$ cat src/rtl/hsdma_pkg.sv
package hsdma_pkg;

  typedef enum logic [1:0] {
    HS_WAIT = 2'd0,
    HS_REQ  = 2'd1,
    HS_ACK  = 2'd2
  } hs_state_e;

  // bytes moved by one access
  function automatic logic [2:0] xfer_bytes(input logic word);
    return word ? 3'd4 : 3'd1;
  endfunction

  // remaining count after one access, saturating at zero
  function automatic logic [31:0] bytes_left(input logic [31:0] cnt, input logic word);
    logic [31:0] s;
    s = {29'd0, xfer_bytes(word)};
    return (cnt > s) ? (cnt - s) : 32'd0;
  endfunction

  function automatic logic [31:0] addr_next(input logic [31:0] a, input logic word);
    return a + {29'd0, xfer_bytes(word)};
  endfunction

endpackage

$ cat src/rtl/hsdma_req_sense.sv
module hsdma_req_sense (
  input  logic clk,
  input  logic rst_n,
  input  logic dreq_i,
  input  logic eot_i,
  input  logic req_low,
  input  logic eot_low,
  input  logic edge_mode,
  input  logic eot_in_en,
  input  logic take_i,
  output logic req_ok_o,
  output logic eot_ok_o
);
  logic act, act_q, rise, eot_act;
  logic pend_q, pend_eot_q;

  assign act     = dreq_i ^ req_low;
  assign eot_act = eot_in_en & (eot_i ^ eot_low);
  assign rise    = act & ~act_q;

  always_ff @(posedge clk) begin
    if (!rst_n) begin
      act_q      <= 1'b0;
      pend_q     <= 1'b0;
      pend_eot_q <= 1'b0;
    end else begin
      act_q  <= act;
      pend_q <= rise | (pend_q & ~take_i);
      if (rise)        pend_eot_q <= eot_act;
      else if (take_i) pend_eot_q <= 1'b0;
    end
  end

  assign req_ok_o = edge_mode ? pend_q     : act;
  assign eot_ok_o = edge_mode ? pend_eot_q : eot_act;


  edge_once_chk: assert property (@(posedge clk) disable iff (!rst_n)
    (edge_mode && take_i && !rise) |=> !pend_q);

endmodule

$ cat src/rtl/hsdma_pacer.sv
module hsdma_pacer #(
  parameter int WSW = 4
) (
  input  logic           clk,
  input  logic           rst_n,
  input  logic           start_i,
  input  logic [WSW-1:0] waits_i,
  output logic           busy_o,
  output logic           tail_o
);
  logic [WSW-1:0] left_q;
  logic           busy_q;

  always_ff @(posedge clk) begin
    if (!rst_n) begin
      busy_q <= 1'b0;
      left_q <= '0;
    end else if (start_i) begin
      busy_q <= 1'b1;
      left_q <= waits_i;
    end else if (busy_q) begin
      if (left_q == '0) busy_q <= 1'b0;
      else              left_q <= left_q - 1'b1;
    end
  end

  assign busy_o = busy_q;
  assign tail_o = busy_q && (left_q == '0);


  dack_hold_chk: assert property (@(posedge clk) disable iff (!rst_n)
    (busy_q && left_q != '0) |=> busy_q);

  dack_spont_chk: assert property (@(posedge clk) disable iff (!rst_n)
    (!busy_q && !start_i) |=> !busy_q);

endmodule

$ cat src/rtl/hsdma_desc.sv
module hsdma_desc
  import hsdma_pkg::*;
#(
  parameter int AW = 32,
  parameter int CW = 16
) (
  input  logic          clk,
  input  logic          rst_n,
  input  logic          ld_i,
  input  logic          ld_idx_i,
  input  logic [AW-1:0] ld_addr_i,
  input  logic [CW-1:0] ld_cnt_i,
  input  logic          step_i,
  input  logic          word_i,
  input  logic          finish_i,
  input  logic          roll_i,
  output logic          cur_o,
  output logic [AW-1:0] cur_addr_o,
  output logic [CW-1:0] cur_cnt_o,
  output logic          cur_valid_o,
  output logic          final_o
);
  localparam int NDESC = 2;

  logic                     cur_q;
  logic [NDESC-1:0][AW-1:0] addr_w;
  logic [NDESC-1:0][CW-1:0] cnt_w;
  logic [NDESC-1:0]         vld_w;

  for (genvar d = 0; d < NDESC; d++) begin : g_slot
    logic [AW-1:0] addr_q;
    logic [CW-1:0] cnt_q;
    logic          vld_q;
    logic          hit_ld, hit_cur;

    assign hit_ld  = ld_i && (ld_idx_i == 1'(d));
    assign hit_cur = (cur_q == 1'(d));

    always_ff @(posedge clk) begin
      if (!rst_n) begin
        addr_q <= '0;
        cnt_q  <= '0;
        vld_q  <= 1'b0;
      end else if (hit_ld) begin
        addr_q <= ld_addr_i;
        cnt_q  <= ld_cnt_i;
        vld_q  <= (ld_cnt_i != '0);
      end else begin
        if (step_i && hit_cur) begin
          addr_q <= AW'(addr_next(32'(addr_q), word_i));
          cnt_q  <= CW'(bytes_left(32'(cnt_q), word_i));
        end
        if (finish_i && hit_cur) vld_q <= 1'b0;
      end
    end

    assign addr_w[d] = addr_q;
    assign cnt_w[d]  = cnt_q;
    assign vld_w[d]  = vld_q;
  end

  always_ff @(posedge clk) begin
    if (!rst_n)                                  cur_q <= 1'b0;
    else if (finish_i && roll_i && vld_w[~cur_q]) cur_q <= ~cur_q;
  end

  assign cur_o       = cur_q;
  assign cur_addr_o  = addr_w[cur_q];
  assign cur_cnt_o   = cnt_w[cur_q];
  assign cur_valid_o = vld_w[cur_q];
  assign final_o     = (bytes_left(32'(cnt_w[cur_q]), word_i) == 32'd0);


  cnt_mono_chk: assert property (@(posedge clk) disable iff (!rst_n)
    (!ld_i && !finish_i) |=> (cur_cnt_o <= $past(cur_cnt_o)));

  stay_chk: assert property (@(posedge clk) disable iff (!rst_n)
    (finish_i && !roll_i) |=> (cur_o == $past(cur_o)));

endmodule

$ cat src/rtl/hsdma_chan.sv
module hsdma_chan
  import hsdma_pkg::*;
#(
  parameter int AW  = 32,
  parameter int DW  = 32,
  parameter int CW  = 16,
  parameter int WSW = 4
) (
  input  logic           clk,
  input  logic           rst_n,
  input  logic           cfg_enable,
  input  logic           cfg_word,
  input  logic           cfg_mem_wr,
  input  logic           cfg_req_edge,
  input  logic           cfg_req_low,
  input  logic           cfg_ack_low,
  input  logic           cfg_eot_out,
  input  logic           cfg_eot_low,
  input  logic           cfg_rollover,
  input  logic [WSW-1:0] cfg_waits,
  input  logic           desc_load,
  input  logic           desc_sel,
  input  logic [AW-1:0]  desc_addr,
  input  logic [CW-1:0]  desc_bytes,
  input  logic           irq_clr,
  input  logic           dreq_i,
  output logic           dack_o,
  input  logic           eot_i,
  output logic           eot_o,
  output logic           eot_oe,
  output logic           bus_req,
  input  logic           bus_gnt,
  output logic [AW-1:0]  bus_addr,
  output logic           bus_word,
  output logic           bus_write,
  output logic [DW-1:0]  bus_wdata,
  input  logic [DW-1:0]  bus_rdata,
  input  logic [DW-1:0]  pdat_i,
  output logic [DW-1:0]  pdat_o,
  output logic           irq,
  output logic           stat_count_hit,
  output logic           stat_eot_hit,
  output logic           stat_idle,
  output logic           desc_cur
);
  hs_state_e     state_q;
  logic          req_ok, eot_ok, go, grant_evt, finish_evt;
  logic          ack_busy, ack_tail, tc_act;
  logic          cur_valid, final_cnt;
  logic          eot_hit_q, cnt_end_q;
  logic          irq_q, stat_cnt_q, stat_eot_q;
  logic [CW-1:0] cur_cnt;
  logic [DW-1:0] pdat_q;

  hsdma_req_sense u_sense (
    .clk       (clk),
    .rst_n     (rst_n),
    .dreq_i    (dreq_i),
    .eot_i     (eot_i),
    .req_low   (cfg_req_low),
    .eot_low   (cfg_eot_low),
    .edge_mode (cfg_req_edge),
    .eot_in_en (~cfg_eot_out),
    .take_i    (grant_evt),
    .req_ok_o  (req_ok),
    .eot_ok_o  (eot_ok)
  );

  hsdma_pacer #(.WSW(WSW)) u_pacer (
    .clk     (clk),
    .rst_n   (rst_n),
    .start_i (grant_evt),
    .waits_i (cfg_waits),
    .busy_o  (ack_busy),
    .tail_o  (ack_tail)
  );

  hsdma_desc #(.AW(AW), .CW(CW)) u_desc (
    .clk         (clk),
    .rst_n       (rst_n),
    .ld_i        (desc_load),
    .ld_idx_i    (desc_sel),
    .ld_addr_i   (desc_addr),
    .ld_cnt_i    (desc_bytes),
    .step_i      (grant_evt),
    .word_i      (cfg_word),
    .finish_i    (finish_evt),
    .roll_i      (cfg_rollover),
    .cur_o       (desc_cur),
    .cur_addr_o  (bus_addr),
    .cur_cnt_o   (cur_cnt),
    .cur_valid_o (cur_valid),
    .final_o     (final_cnt)
  );

  assign go         = (state_q == HS_WAIT) && cfg_enable && cur_valid && req_ok;
  assign grant_evt  = (state_q == HS_REQ) && bus_gnt;
  assign finish_evt = (state_q == HS_ACK) && ack_tail && (cnt_end_q || eot_hit_q);
  assign tc_act     = ack_busy && cnt_end_q;

  always_ff @(posedge clk) begin
    if (!rst_n) begin
      state_q   <= HS_WAIT;
      eot_hit_q <= 1'b0;
      cnt_end_q <= 1'b0;
    end else begin
      case (state_q)
        HS_WAIT: if (go) begin
          state_q   <= HS_REQ;
          eot_hit_q <= eot_ok;
        end
        HS_REQ: if (bus_gnt) begin
          state_q   <= HS_ACK;
          cnt_end_q <= final_cnt;
        end
        HS_ACK: if (ack_tail) state_q <= HS_WAIT;
        default: state_q <= HS_WAIT;
      endcase
    end
  end

  always_ff @(posedge clk) begin
    if (!rst_n) begin
      irq_q      <= 1'b0;
      stat_cnt_q <= 1'b0;
      stat_eot_q <= 1'b0;
      pdat_q     <= '0;
    end else begin
      if (finish_evt) begin
        irq_q      <= 1'b1;
        stat_cnt_q <= cnt_end_q;
        stat_eot_q <= eot_hit_q;
      end else if (irq_clr) begin
        irq_q <= 1'b0;
      end
      if (grant_evt && !cfg_mem_wr) pdat_q <= bus_rdata;
    end
  end

  assign bus_req        = (state_q == HS_REQ);
  assign bus_word       = cfg_word;
  assign bus_write      = cfg_mem_wr;
  assign bus_wdata      = pdat_i;
  assign pdat_o         = pdat_q;
  assign dack_o         = ack_busy ^ cfg_ack_low;
  assign eot_oe         = cfg_eot_out;
  assign eot_o          = (cfg_eot_out & tc_act) ^ cfg_eot_low;
  assign irq            = irq_q;
  assign stat_count_hit = stat_cnt_q;
  assign stat_eot_hit   = stat_eot_q;
  assign stat_idle      = ~cur_valid;


  no_req_in_ack_chk: assert property (@(posedge clk) disable iff (!rst_n)
    ack_busy |-> !bus_req);

  ack_after_gnt_chk: assert property (@(posedge clk) disable iff (!rst_n)
    $rose(ack_busy) |-> $past(bus_req && bus_gnt));

  ack_sync_chk: assert property (@(posedge clk) disable iff (!rst_n)
    (state_q == HS_ACK) == ack_busy);

  tc_with_ack_chk: assert property (@(posedge clk) disable iff (!rst_n)
    tc_act |-> ack_busy);

  irq_hold_chk: assert property (@(posedge clk) disable iff (!rst_n)
    (irq_q && !irq_clr) |=> irq_q);

  req_hold_chk: assert property (@(posedge clk) disable iff (!rst_n)
    (bus_req && !bus_gnt) |=> (bus_req && $stable(bus_addr)));

endmodule

$ cat config.mk
export PLATFORM = sky130hd
export DESIGN_NAME = hsdma_chan
export DESIGN_NICKNAME = d
export VERILOG_FILES = /design/src/rtl/hsdma_pkg.sv /design/src/rtl/hsdma_req_sense.sv /design/src/rtl/hsdma_pacer.sv /design/src/rtl/hsdma_desc.sv /design/src/rtl/hsdma_chan.sv
export SDC_FILE = /design/constraint.sdc
export NUM_CORES = 1
export LEC_CHECK = 0
export ABC_AREA = 0
export ABC_CLOCK_PERIOD_IN_PS = 8000
export BUFFER_PORTS_ARGS = -buffer_cell sky130_fd_sc_hd__buf_2
export CORE_MARGIN = 4
export CORE_UTILIZATION = 54
export CTS_CLUSTER_SIZE = 25
export DETAILED_ROUTE_END_ITERATION = 10
export GPL_TIMING_DRIVEN = 0
export HOLD_SLACK_MARGIN = 0.15
export PLACE_DENSITY_LB_ADDON = 0.15
export REMOVE_ABC_BUFFERS = 1
export SYNTH_ARGS = -nofsm -noshare
export SYNTH_HDL_FRONTEND = slang
export SYNTH_HIERARCHICAL = 1
export SYNTH_SLANG_ARGS = --single-unit
$ cat constraint.sdc
create_clock -name clk -period 8 [get_ports clk]
set_input_delay 0.4 -clock clk [delete_from_list [all_inputs] [get_ports clk]]
set_output_delay 0.4 -clock clk [all_outputs]
set_load 0.1 [all_outputs]
Word level (Yosys, flattened, before mapping)
Index checks and enable logic that the tools add are counted.
{ "word_totals": {"regBits": 146, "mem_bits_ro": 0, "output_inout_bits": 107, "mem_count": 0, "elab_cells": 125, "latch_bits": 0, "ram_bits": 0} }
{ "classes": {"reduce_logical": 34, "mul": 0, "n_mux": 40, "n_lt_le_gt_ge": 5, "n_div": 0, "n_bitwise": 15, "n_eq_ne": 6, "add_sub_neg": 6, "shift": 0} }
{ "op_table": {"columns": ["cell", "n"], "rows": [
  ["$mux 32", 7],
  ["$mux 16", 8],
  ["$add 32x3->32", 2],
  ["$gt 16x3->1", 3],
  ["$logic_not 32->1", 1],
  ["$sub 16x3->16", 2],
  ["$logic_and 1x1->1", 17],
  ["$mux 1", 17],
  ["$sub 16x3->17", 1],
  ["$reduce_bool 16->1", 1],
  ["$reduce_bool 2->1", 7],
  ["$mux 4", 3],
  ["$mux 2", 3],
  ["$ne 2x2->1 const B", 3],
  ["$not 1->1", 6],
  ["$pmux 2 s3", 1],
  ["$reduce_and 2->1", 3],
  ["$and 1x1->1", 4],
  ["$logic_not 4->1", 1],
  ["$lt 1x2->1 const B", 2],
  ["$sub 4x1->4 const B", 1],
  ["$xor 1x1->1", 4],
  ["$mux 3", 1],
  ["$reduce_and 3->1", 1],
  ["7 further kinds", 7]
]} }

Longest topological paths before layout
Gate-level depths: netlist (run 1).
{ "depth": {"depth_word": 7, "depth_mapped": 15} }

Hierarchy
Netlist (run 1), hierarchy kept.
{ "by_module_without_submodules": {"columns": ["module", "cells_each", "seq_area_each_um2", "instances", "area_each_um2"], "rows": [
  ["hsdma_desc", 765, 1981.9, 1, 6192.2],
  ["hsdma_chan", 215, 780.7, 1, 1756.7],
  ["hsdma_pacer", 35, 100.1, 1, 287.8],
  ["hsdma_req_sense", 16, 60.1, 1, 158.9]
]} }

Worst setup path before layout (run 1)
No wires, ideal clock.
{ "synth_path": {"path_type": "reg2out", "start": "register u_desc.cur_q (netlist: u_desc/cur_o)", "end": "output port bus_addr[25]", "t_required_ns": 7.600, "n_path_buf": 4, "stages_incl_launch_ff": 6, "arrival_time_ns": 3.759, "setup_slack_ns": 3.841, "path_cell_list": "dfxtp_1 > buf_2 > buf_1 > buf_1 > buf_1 > o21ai_0"} }
{ "synth_between": {"elab_chain_cells": 2} }
{ "synth_rtl": {"columns": ["item", "line", "source"], "rows": [
  ["from (decl)", "hsdma_desc.sv:25", "logic cur_q;"],
  ["from (signal assigned)", "hsdma_desc.sv:64", "else if (finish_i && roll_i && vld_w[~cur_q]) cur_q <= ~cur_q;"],
  ["$mux 32 (not written as such) (2 in a row)", "hsdma_desc.sv:68", "assign cur_addr_o = addr_w[cur_q];"],
  ["to (decl)", "hsdma_chan.sv:33", "output logic [AW-1:0] bus_addr,"]
]} }
No other way between the ends. The select of a mux whose other input is x is not followed.

Worst setup path after layout (run 1)
{ "layout_path": {"start": "register state_q[0]", "end": "register u_desc.g_slot[1].addr_q[31]"} }
{ "layout_between": {"elab_chain_cells": 4} }
{ "layout_rtl": {"columns": ["item", "line", "source"], "rows": [
  ["from (decl)", "hsdma_chan.sv:46", "hs_state_e state_q;"],
  ["from (signal assigned)", "hsdma_chan.sv:103", "state_q <= HS_WAIT;"],
  ["from (signal assigned)", "hsdma_chan.sv:109", "state_q <= HS_REQ;"],
  ["from (signal assigned)", "hsdma_chan.sv:113", "state_q <= HS_ACK;"],
  ["$eq 2x1->1", "hsdma_chan.sv:97", "assign grant_evt = (state_q == HS_REQ) && bus_gnt;"],
  ["$logic_and 1x1->1", "hsdma_chan.sv:97", null],
  ["net grant_evt", "hsdma_chan.sv:47", "logic req_ok, eot_ok, go, grant_evt, finish_evt;"],
  ["$logic_and 1x1->1", "hsdma_desc.sv:49", "if (step_i && hit_cur) begin"],
  ["$reduce_bool 2->1 (no line)", null, null],
  ["to (signal assigned)", "hsdma_desc.sv:45", "addr_q <= ld_addr_i;"],
  ["to (signal assigned)", "hsdma_desc.sv:50", "addr_q <= AW'(addr_next(32'(addr_q), word_i));"],
  ["to (decl)", "hsdma_desc.sv:31", "logic [AW-1:0] addr_q;"]
]} }
The timed path passes the listed nets, and every way through them passes these cells.
A chain may end at the register's enable or synchronous reset.

==> impl_results.md, run 1 <==
- Final period utilization: 40.6%
- CP Class: register to register
- Area Overhead vs Synth: 15.8%
- FMAX: 308 MHz
- Clock transition at path regs: 70 ps
- Most frequent cells in the layout: 174 x buf_2, 145 x dfxtp_1, 102 x nand2_1
- Syn Inst Count: 1019
- CP max FO: 13
- Post-CTS Repair Setup Buffers: 0
- Vias per cell: 5.80
- DRC Markers: 0
- R2R setup slack: 4750 ps
- Final WL: 23100 um
- Worst setup margin: 4750 ps
- Post-CTS Hold Buffers: 0
- CTS tree: done
- Maximum vdd drop: 186 uV
- HP Start: bus_rdata[22]
- Post_cts resized: 0
- CTS Root Cell: clkbuf_16
- Number of antenna violations at the first check in global routing: 1
- Top-Level Pins: 240
- Via count: 7690
- Syn. warnings: 6
- Tot GR Track Use: 25.9%
- Net Sw Frac: 31.8%
- Leading cell type in the layout, fill and taps excluded: buf_2
- DR WL/cell: 17.4 um
- Least-Margin Pin Slew: 924 ps
- # setup viols final: 0
- Non-Filler Instances: 1325
- Hold_ws: 191 ps
- Crit path capture type: register
- DR iter-0 viols: 590
- Slew margin rel.: 38.1%
- Hold path depth: 3
- Placer Congestion: 0.871
- Overall power: 1.92 mW
- First-pass GRT wire length: 37000 um
- Largest net degree at the start of global routing: 96
- Die W: 132 um
- Max-slew violation count: 0
- Clock Latency Late Sink: 420 ps
- Worst-case reg-to-reg path depth: 7
- Placed instance count: 1291
- Worst r2r src: state_q[0]
- Die Ht: 132 um
- Setup Skew: 7.38 ps
- Port-buffer cells: 175
- Hold Path End: pdat_o[22]
- Sum Neg Setup Slack: 0 ps
- Startpoint class of the critical path: register
- Nets: 1272
- Num CTS Buffers: 17
- P_int: 1.31 mW
- Core area: 0.0151 mm^2
- Clock sinks: 146
- Reg power frac: 41.8%
- Net Sw Power: 0.610 mW
- Synth Cell Area: 0.00828 mm^2
- Worst setup path startpoint: state_q[0]
- Clock buffer depth: 2
- Vias in the first global route: 6990
- Pre-CTS setup slack: 4750 ps
- Layout cells sized above 1: 23.7%
- Initial Utilization: 54.9%
- FF-to-FF End: u_desc/g_slot[1].addr_q[31]
- Clock power frac: 40.6%
- Fillers: 1380
- Synthesized area per cell: 8.13 um^2
- Die area: 0.0174 mm^2
- Antenna-violating nets left: 0
- Overflow after GRT: 0
- CP arrival: 3600 ps
- Comb power frac: 17.7%
- Final hold vios: 0
- Pwr/cell area: 200 mW/mm^2
- P_leak: 3.77 nW
- RSZ-0062 raised after global routing: false
- Hold crit path type: input port to register
- Min Tclk post-route: 3250 ps
- H-tree Lvls: 4
- Max Cap Violations: 0
- DRT Pass-1 Iters: 7
- HPWL Detailed: 16500 um
- Status: finished, final reports clean
- Req. time, crit path: 8350 ps
- Row count: 45
per-stage QoR:
| stage | util, % | area, um^2 |
|---|---|---|
| floorplan | - | 7760 |
| global placement | 58.8 | 8870 |
| detailed placement | 59.6 | 8990 |
| CTS | 63.4 | 9560 |
| global route | 63.6 | 9590 |
| finish | 63.6 | 9590 |
power by group through the flow:
stage / Clock, mW / Sequential, mW / Combinational (mW)
2_1_floorplan: 0 / 0.811 / 0.235
3_3_place_gp: 0 / 0.815 / 0.329
3_5_place_dp: 0 / 0.817 / 0.335
4_1_cts: 0.793 / 0.800 / 0.337
5_1_grt: 0.825 / 0.807 / 0.368
6_report: 0.778 / 0.801 / 0.339
registers in the layout (all words and copies together), names as in the netlist, 2 cells and up:
| signal | count |
|---|---|
| u_desc/g_slot.addr_q | 64 |
| pdat_o | 32 |
| u_desc/g_slot.cnt_q | 32 |
| u_pacer/left_q | 4 |
| state_q | 2 |
| u_desc/g_slot.vld_q | 2 |
area by class of cell:
type	count	area, um^2	share of cell area (%)
diodes	1	2.50	0.0261
multi-input cells	755	4760	49.6
repair buffers	181	1010	10.6
inverters	22	82.6	0.861
clock inverters	15	151	1.58
flip-flops and latches	146	2920	30.5
well taps	188	235	2.45
clock buffers	17	425	4.43
per-layer routing:
| layer | vias to the layer above | share of wire [%] | routed length (um) | GRT usage (%) |
|---|---|---|---|---|
| li1 | 3834 | - | - | - |
| met1 | 3532 | 44 | 10200 | 34.5 |
| met2 | 300 | 45 | 10500 | 39.4 |
| met3 | 24 | 9.1 | 2090 | 9.27 |
| met4 | 0 | 1.3 | 293 | 7.70 |
| met5 | - | 0 | 0 | 2.22 |
how the worst max path moves through the flow:
stage,to,slack [ps],depth (start not counted)
after floorplan,bus_addr[25],3750,1
after global placement,u_desc/g_slot[1].addr_q[31],3210,6
after detailed placement,u_desc/g_slot[1].addr_q[31],4750,8
after CTS,u_desc/g_slot[1].addr_q[31],4790,7
after global routing,u_desc/g_slot[1].addr_q[31],4570,7
final,u_desc/g_slot[1].addr_q[31],4750,7
critical path: stages (launching register included):
cell and delay (ps):
dfxtp_1 410, and3b_1 530, nand2_1 440, or4_1 700, nor3_2 510, nand4_1 220, xor2_1 190, a21oi_1 160
No activity file was read; power rests on OpenSTA's default activity.
==> run 2: changes to the inputs <==
--- a/config.mk
+++ b/config.mk
@@ -5,8 +5,8 @@
 export SDC_FILE = /design/constraint.sdc
 export NUM_CORES = 1
 export LEC_CHECK = 0
-export ABC_AREA = 0
-export ABC_CLOCK_PERIOD_IN_PS = 8000
+export ABC_AREA = 1
+export ABC_CLOCK_PERIOD_IN_PS = 3160
 export BUFFER_PORTS_ARGS = -buffer_cell sky130_fd_sc_hd__buf_2
 export CORE_MARGIN = 4
 export CORE_UTILIZATION = 54
==> constraint.sdc (replaced) <==
create_clock -name clk -period 3.16 [get_ports clk]
set_input_delay 0.158 -clock clk [delete_from_list [all_inputs] [get_ports clk]]
set_output_delay 0.158 -clock clk [all_outputs]
set_load 0.1 [all_outputs]
==> impl_results.md, run 2 <==
- Non-Filler Instances: 2147
- Max Cap Violations: 0
- P_leak: 5.67 nW
- Met2 Routed Length: 15700 um
- DRC Markers: 0
- Max-slew violation count: 0
- Overall power: 5.26 mW
- Slew margin rel.: 34.2%
- # setup viols final: 0
- First-pass GRT wire length: 56800 um
- Vias per cell: 5.66
- RSZ-0062 raised after global routing: true
- Top-Level Pins: 240
- Biggest register: u_desc/g_slot.addr_q
- Fillers: 1745
- CP max FO: 18
- Core area: 0.0187 mm^2
- Num CTS Buffers: 17
- Clock sinks: 146
- Area Overhead vs Synth: 20.5%
- Startpoint class of the critical path: register
- Hold crit path type: input port to register
- H-tree Lvls: 4
- Initial Utilization: 54.9%
- Tot GR Track Use: 32.6%
- Overflow after GRT: 0
- Placer Congestion: 0.968
- Final period utilization: 93.4%
- Placed instance count: 2025
- Pre-CTS setup slack: -1130 ps
- Clock transition at path regs: 70 ps
- Layout cells sized above 1: 12.7%
- Clock buffer depth: 2
- DRT Pass-1 Iters: 8
- FF-to-FF End: u_desc/g_slot[0].addr_q[15]
- Die W: 146 um
- Critical path's most frequent cell: inv_1
- Worst r2r src: state_q[1]
- Clock Latency Late Sink: 440 ps
- Status: finished, final reports clean
- Sum Neg Setup Slack: 0 ps
- Crit path capture type: register
- Worst setup margin: 208 ps
- Maximum vdd drop: 371 uV
- Final WL: 36400 um
- Setup Skew: 11.7 ps
- CP arrival: 3280 ps
- Finished Core Util: 66.2%
- CTS Root Cell: clkbuf_16
- Req. time, crit path: 3480 ps
- Final hold vios: 0
- Syn Inst Count: 1712
- Max reg flops: 64
- CP Class: register to register
- Worst-case reg-to-reg path depth: 10
- R2R setup slack: 210 ps
- Die area: 0.0213 mm^2
- Sequential Area: 0.00293 mm^2
- Row count: 50
- Most frequent cells in the layout: 456 x nand2_1, 236 x inv_1, 229 x nor2_1
- Worst setup path startpoint: state_q[1]
- Met1 wire length: 15700 um
- Setup crit end: u_desc/g_slot[0].addr_q[15]
- Worst-path cell with the longest stage delay: nor2_4
- Nets: 2049
- Largest net degree at the start of global routing: 95
- CTS tree: done
- Die Ht: 146 um
- Synth Cell Area: 0.0103 mm^2
- Number of antenna violations at the first check in global routing: 0
- Least-Margin Pin Slew: 986 ps
- Hold_ws: 157 ps
- Synthesized area per cell: 6.00 um^2
- Post-route cell area: 0.0124 mm^2
- Antenna cells: 0
- Leading cell type in the layout, fill and taps excluded: nand2_1
- Pwr/cell area: 424 mW/mm^2
- DR iter-0 viols: 1336
- Syn. warnings: 6
- FMAX: 339 MHz
- Via count: 12200
- Max layer used: met5
- Dpl cell area: 0.0109 mm^2
- Port-buffer cells: 175
- Footprint of the multi-input gates: 0.00584 mm^2
- Vias in the first global route: 10900
- Max incr delay on CP: 520 ps
- HPWL Detailed: 24900 um
- Met3 wire length: 4090 um
- Min Tclk post-route: 2950 ps
- Critical path cell sequence: inv_2, nand3_4, inv_1, inv_1, nor2_4, inv_1, nor2_4, inv_1, o31ai_1, inv_1
- DR WL/cell: 17.0 um
- Antenna-violating nets left: 0
-- run 2: area by class of cell --
cell class              count  share of cell area, %
flip-flops and latches    146                   23.6
clock inverters            15                   1.12
inverters                 248                   7.52
multi-input cells        1220                   47.2
well taps                 234                   2.36
repair buffers            267                   14.8
clock buffers              17                   3.43
-- run 2: worst min path at each step --
stage / startpoint / endpoint / slack (ps) / cells after the start
4_1_cts: cfg_enable / eot_hit_q / 150 / 5
2_1_floorplan: rst_n / u_desc/g_slot[0].cnt_q[0] / 280 / 1
6_report: cfg_enable / eot_hit_q / 160 / 5
5_1_grt: desc_bytes[12] / u_desc/g_slot[1].cnt_q[12] / 200 / 5
3_5_place_dp: pdat_i[29] / bus_wdata[29] / 320 / 0
3_3_place_gp: pdat_i[29] / bus_wdata[29] / 320 / 0
-- run 2: what timing repair did --
| item | CTS | global route |
|---|---|---|
| setup buffers | 0 | 1 |
| hold buffers | 89 | 0 |
| endpoints found under the setup margin | 41 | 10 |
| cloned | 0 | 0 |
| endpoints found under the hold margin | 115 | 0 |
| gates resized for setup | 4 | 1 |
-- run 2: critical path: cells and delay by family (launching register included) --
family / cells / cell delay [ps]
buffers and inverters: 6 / 1290
DFF: 1 / 350
and+or+nand+nor: 3 / 860
AOI/OAI and AO/OA: 1 / 340
-- run 2: power by group --
group          internal (mW)  switching [mW]
sequential              1.93          0.0995
clock                   1.05           0.935
combinational          0.381           0.866
total                   3.36            1.90
-- run 2: routing by layer --
| layer | vias up | GRT usage [%] |
|---|---|---|
| li1 | 5883 | - |
| met1 | 5500 | 46.0 |
| met2 | 703 | 49.4 |
| met3 | 64 | 7.19 |
| met4 | 2 | 10.4 |
| met5 | - | 1.14 |
==> run 3: changes to the inputs <==
--- a/config.mk
+++ b/config.mk
@@ -6,10 +6,10 @@
 export NUM_CORES = 1
 export LEC_CHECK = 0
 export ABC_AREA = 1
-export ABC_CLOCK_PERIOD_IN_PS = 3160
+export ABC_CLOCK_PERIOD_IN_PS = 2700
 export BUFFER_PORTS_ARGS = -buffer_cell sky130_fd_sc_hd__buf_2
 export CORE_MARGIN = 4
-export CORE_UTILIZATION = 54
+export CORE_UTILIZATION = 50
 export CTS_CLUSTER_SIZE = 25
 export DETAILED_ROUTE_END_ITERATION = 10
 export GPL_TIMING_DRIVEN = 0
==> constraint.sdc (replaced) <==
create_clock -name clk -period 2.7 [get_ports clk]
set_input_delay 0.135 -clock clk [delete_from_list [all_inputs] [get_ports clk]]
set_output_delay 0.135 -clock clk [all_outputs]
set_load 0.1 [all_outputs]
==> impl_results.md, run 3 (synthesized netlist as in run 2, its figures left out) <==
- Setup Skew: 9.94 ps
- Vias per cell: 5.48
- HPWL Detailed: 25300 um
- Leading cell type in the layout, fill and taps excluded: nand2_1
- Min Tclk post-route: 2570 ps
- CP arrival: 2880 ps
- Num CTS Buffers: 17
- # setup viols final: 0
- Die W: 151 um
- Biggest register: u_desc/g_slot.addr_q
- Overflow after GRT: 0
- Core area: 0.0202 mm^2
- Hold_ws: 178 ps
- Die Ht: 151 um
- Initial Utilization: 50.8%
- DR iter-0 viols: 1318
- Sequential Area: 0.00293 mm^2
- Row count: 52
- Post-route cell area: 0.0127 mm^2
- Dpl cell area: 0.0110 mm^2
- Sum Neg Setup Slack: 0 ps
- Area Overhead vs Synth: 23.4%
- Least-Margin Pin Slew: 962 ps
- CTS Root Cell: clkbuf_16
- Number of antenna violations at the first check in global routing: 0
- Vias in the first global route: 10800
- RSZ-0062 raised after global routing: true
- H-tree Lvls: 4
- Worst setup margin: 128 ps
- Layout cells sized above 1: 13.0%
- Via count: 12100
- Hold crit path type: input port to register
- Max Cap Violations: 0
- Top-Level Pins: 240
- Nets: 2068
- Placer Congestion: 0.946
- Clock sinks: 146
- Non-Filler Instances: 2202
- Largest net degree at the start of global routing: 67
- Overall power: 6.24 mW
- Clock transition at path regs: 60 ps
- Placed instance count: 2062
- FMAX: 389 MHz
- Startpoint class of the critical path: input port
- Crit path capture type: register
- DRT Pass-1 Iters: 9
- Req. time, crit path: 3000 ps
- Most frequent cells in the layout: 456 x nand2_1, 234 x inv_1, 229 x nor2_1
- Final hold vios: 0
- First-pass GRT wire length: 56700 um
- Pre-CTS setup slack: -1560 ps
- Clock buffer depth: 2
- DR WL/cell: 16.6 um
- Antenna cells: 0
- Max reg flops: 64
- P_leak: 5.78 nW
- Footprint of the multi-input gates: 0.00586 mm^2
- Die area: 0.0229 mm^2
- Maximum vdd drop: 427 uV
- CP max FO: 3
- Final period utilization: 95.3%
- CTS tree: done
- DRC Markers: 0
- Max-slew violation count: 0
- Port-buffer cells: 175
- Tot GR Track Use: 31.0%
- Fillers: 1934
- Antenna-violating nets left: 0
- Slew margin rel.: 35.6%
- Pwr/cell area: 492 mW/mm^2
- Final WL: 36600 um
- Finished Core Util: 62.7%
- Clock Latency Late Sink: 430 ps
- CP Class: input port to register
- Status: finished, final reports clean
run 3: routing by layer:
metal | up-vias | wire [um] | part of all wire [%] | global-route usage [%]
met5 | - | 0 | 0 | 1.59
met4 | 0 | 399 | 1.1 | 6.35
met3 | 38 | 3950 | 11 | 6.85
met2 | 627 | 16100 | 44 | 47.7
met1 | 5486 | 16200 | 44 | 44.6
li1 | 5909 | - | - | -
run 3: power by group:
group	total (mW)	internal (mW)	leakage, nW	switching, mW
registers	2.37	2.26	1.20	0.115
clock network	2.39	1.33	0.290	1.06
logic	1.48	0.464	4.30	1.01
run 3: layout make-up:
type	instances	area share, %
Clock buffer	18	3.46
Clock inverter	14	1.14
Inverter	248	7.44
Multi-Input combinational cell	1220	46.2
Sequential cell	146	23.1
Tap cell	270	2.66
Timing Repair Buffer	286	16.0
run 3: critical path, cell delays in order:
cell and delay, ps:
dlygate4sd3_1 540, buf_2 130, nand2_1 50, dlygate4sd3_1 590
nand2_1 70, o21ai_0 250, nand3_1 150, nor2_1 220
nand2_1 80, nand2_1 60, nor2_1 40, dlygate4sd3_1 550
run 3: path summary, 6_finish.rpt:
path | slack, ps | from | end | cells after the start
worst min-delay path | 180 | desc_bytes[12] | u_desc/g_slot[1].cnt_q[12] | 5
worst max register to register | 160 | u_desc/cur_o | cnt_end_q | 17
worst max-delay path | 130 | cfg_req_low | eot_hit_q | 12
worst min register to register | 460 | u_sense/pend_q | u_sense/pend_q | 2
run 3: repair_timing:
item | CTS | global route
hold buffers | 104 | 0
gates cloned | 0 | 0
pin swaps | 1 | 0
endpoints found under the hold margin | 123 | 0
setup buffers | 2 | 2
setup endpoints to repair | 69 | 18
gates resized for setup | 8 | 4
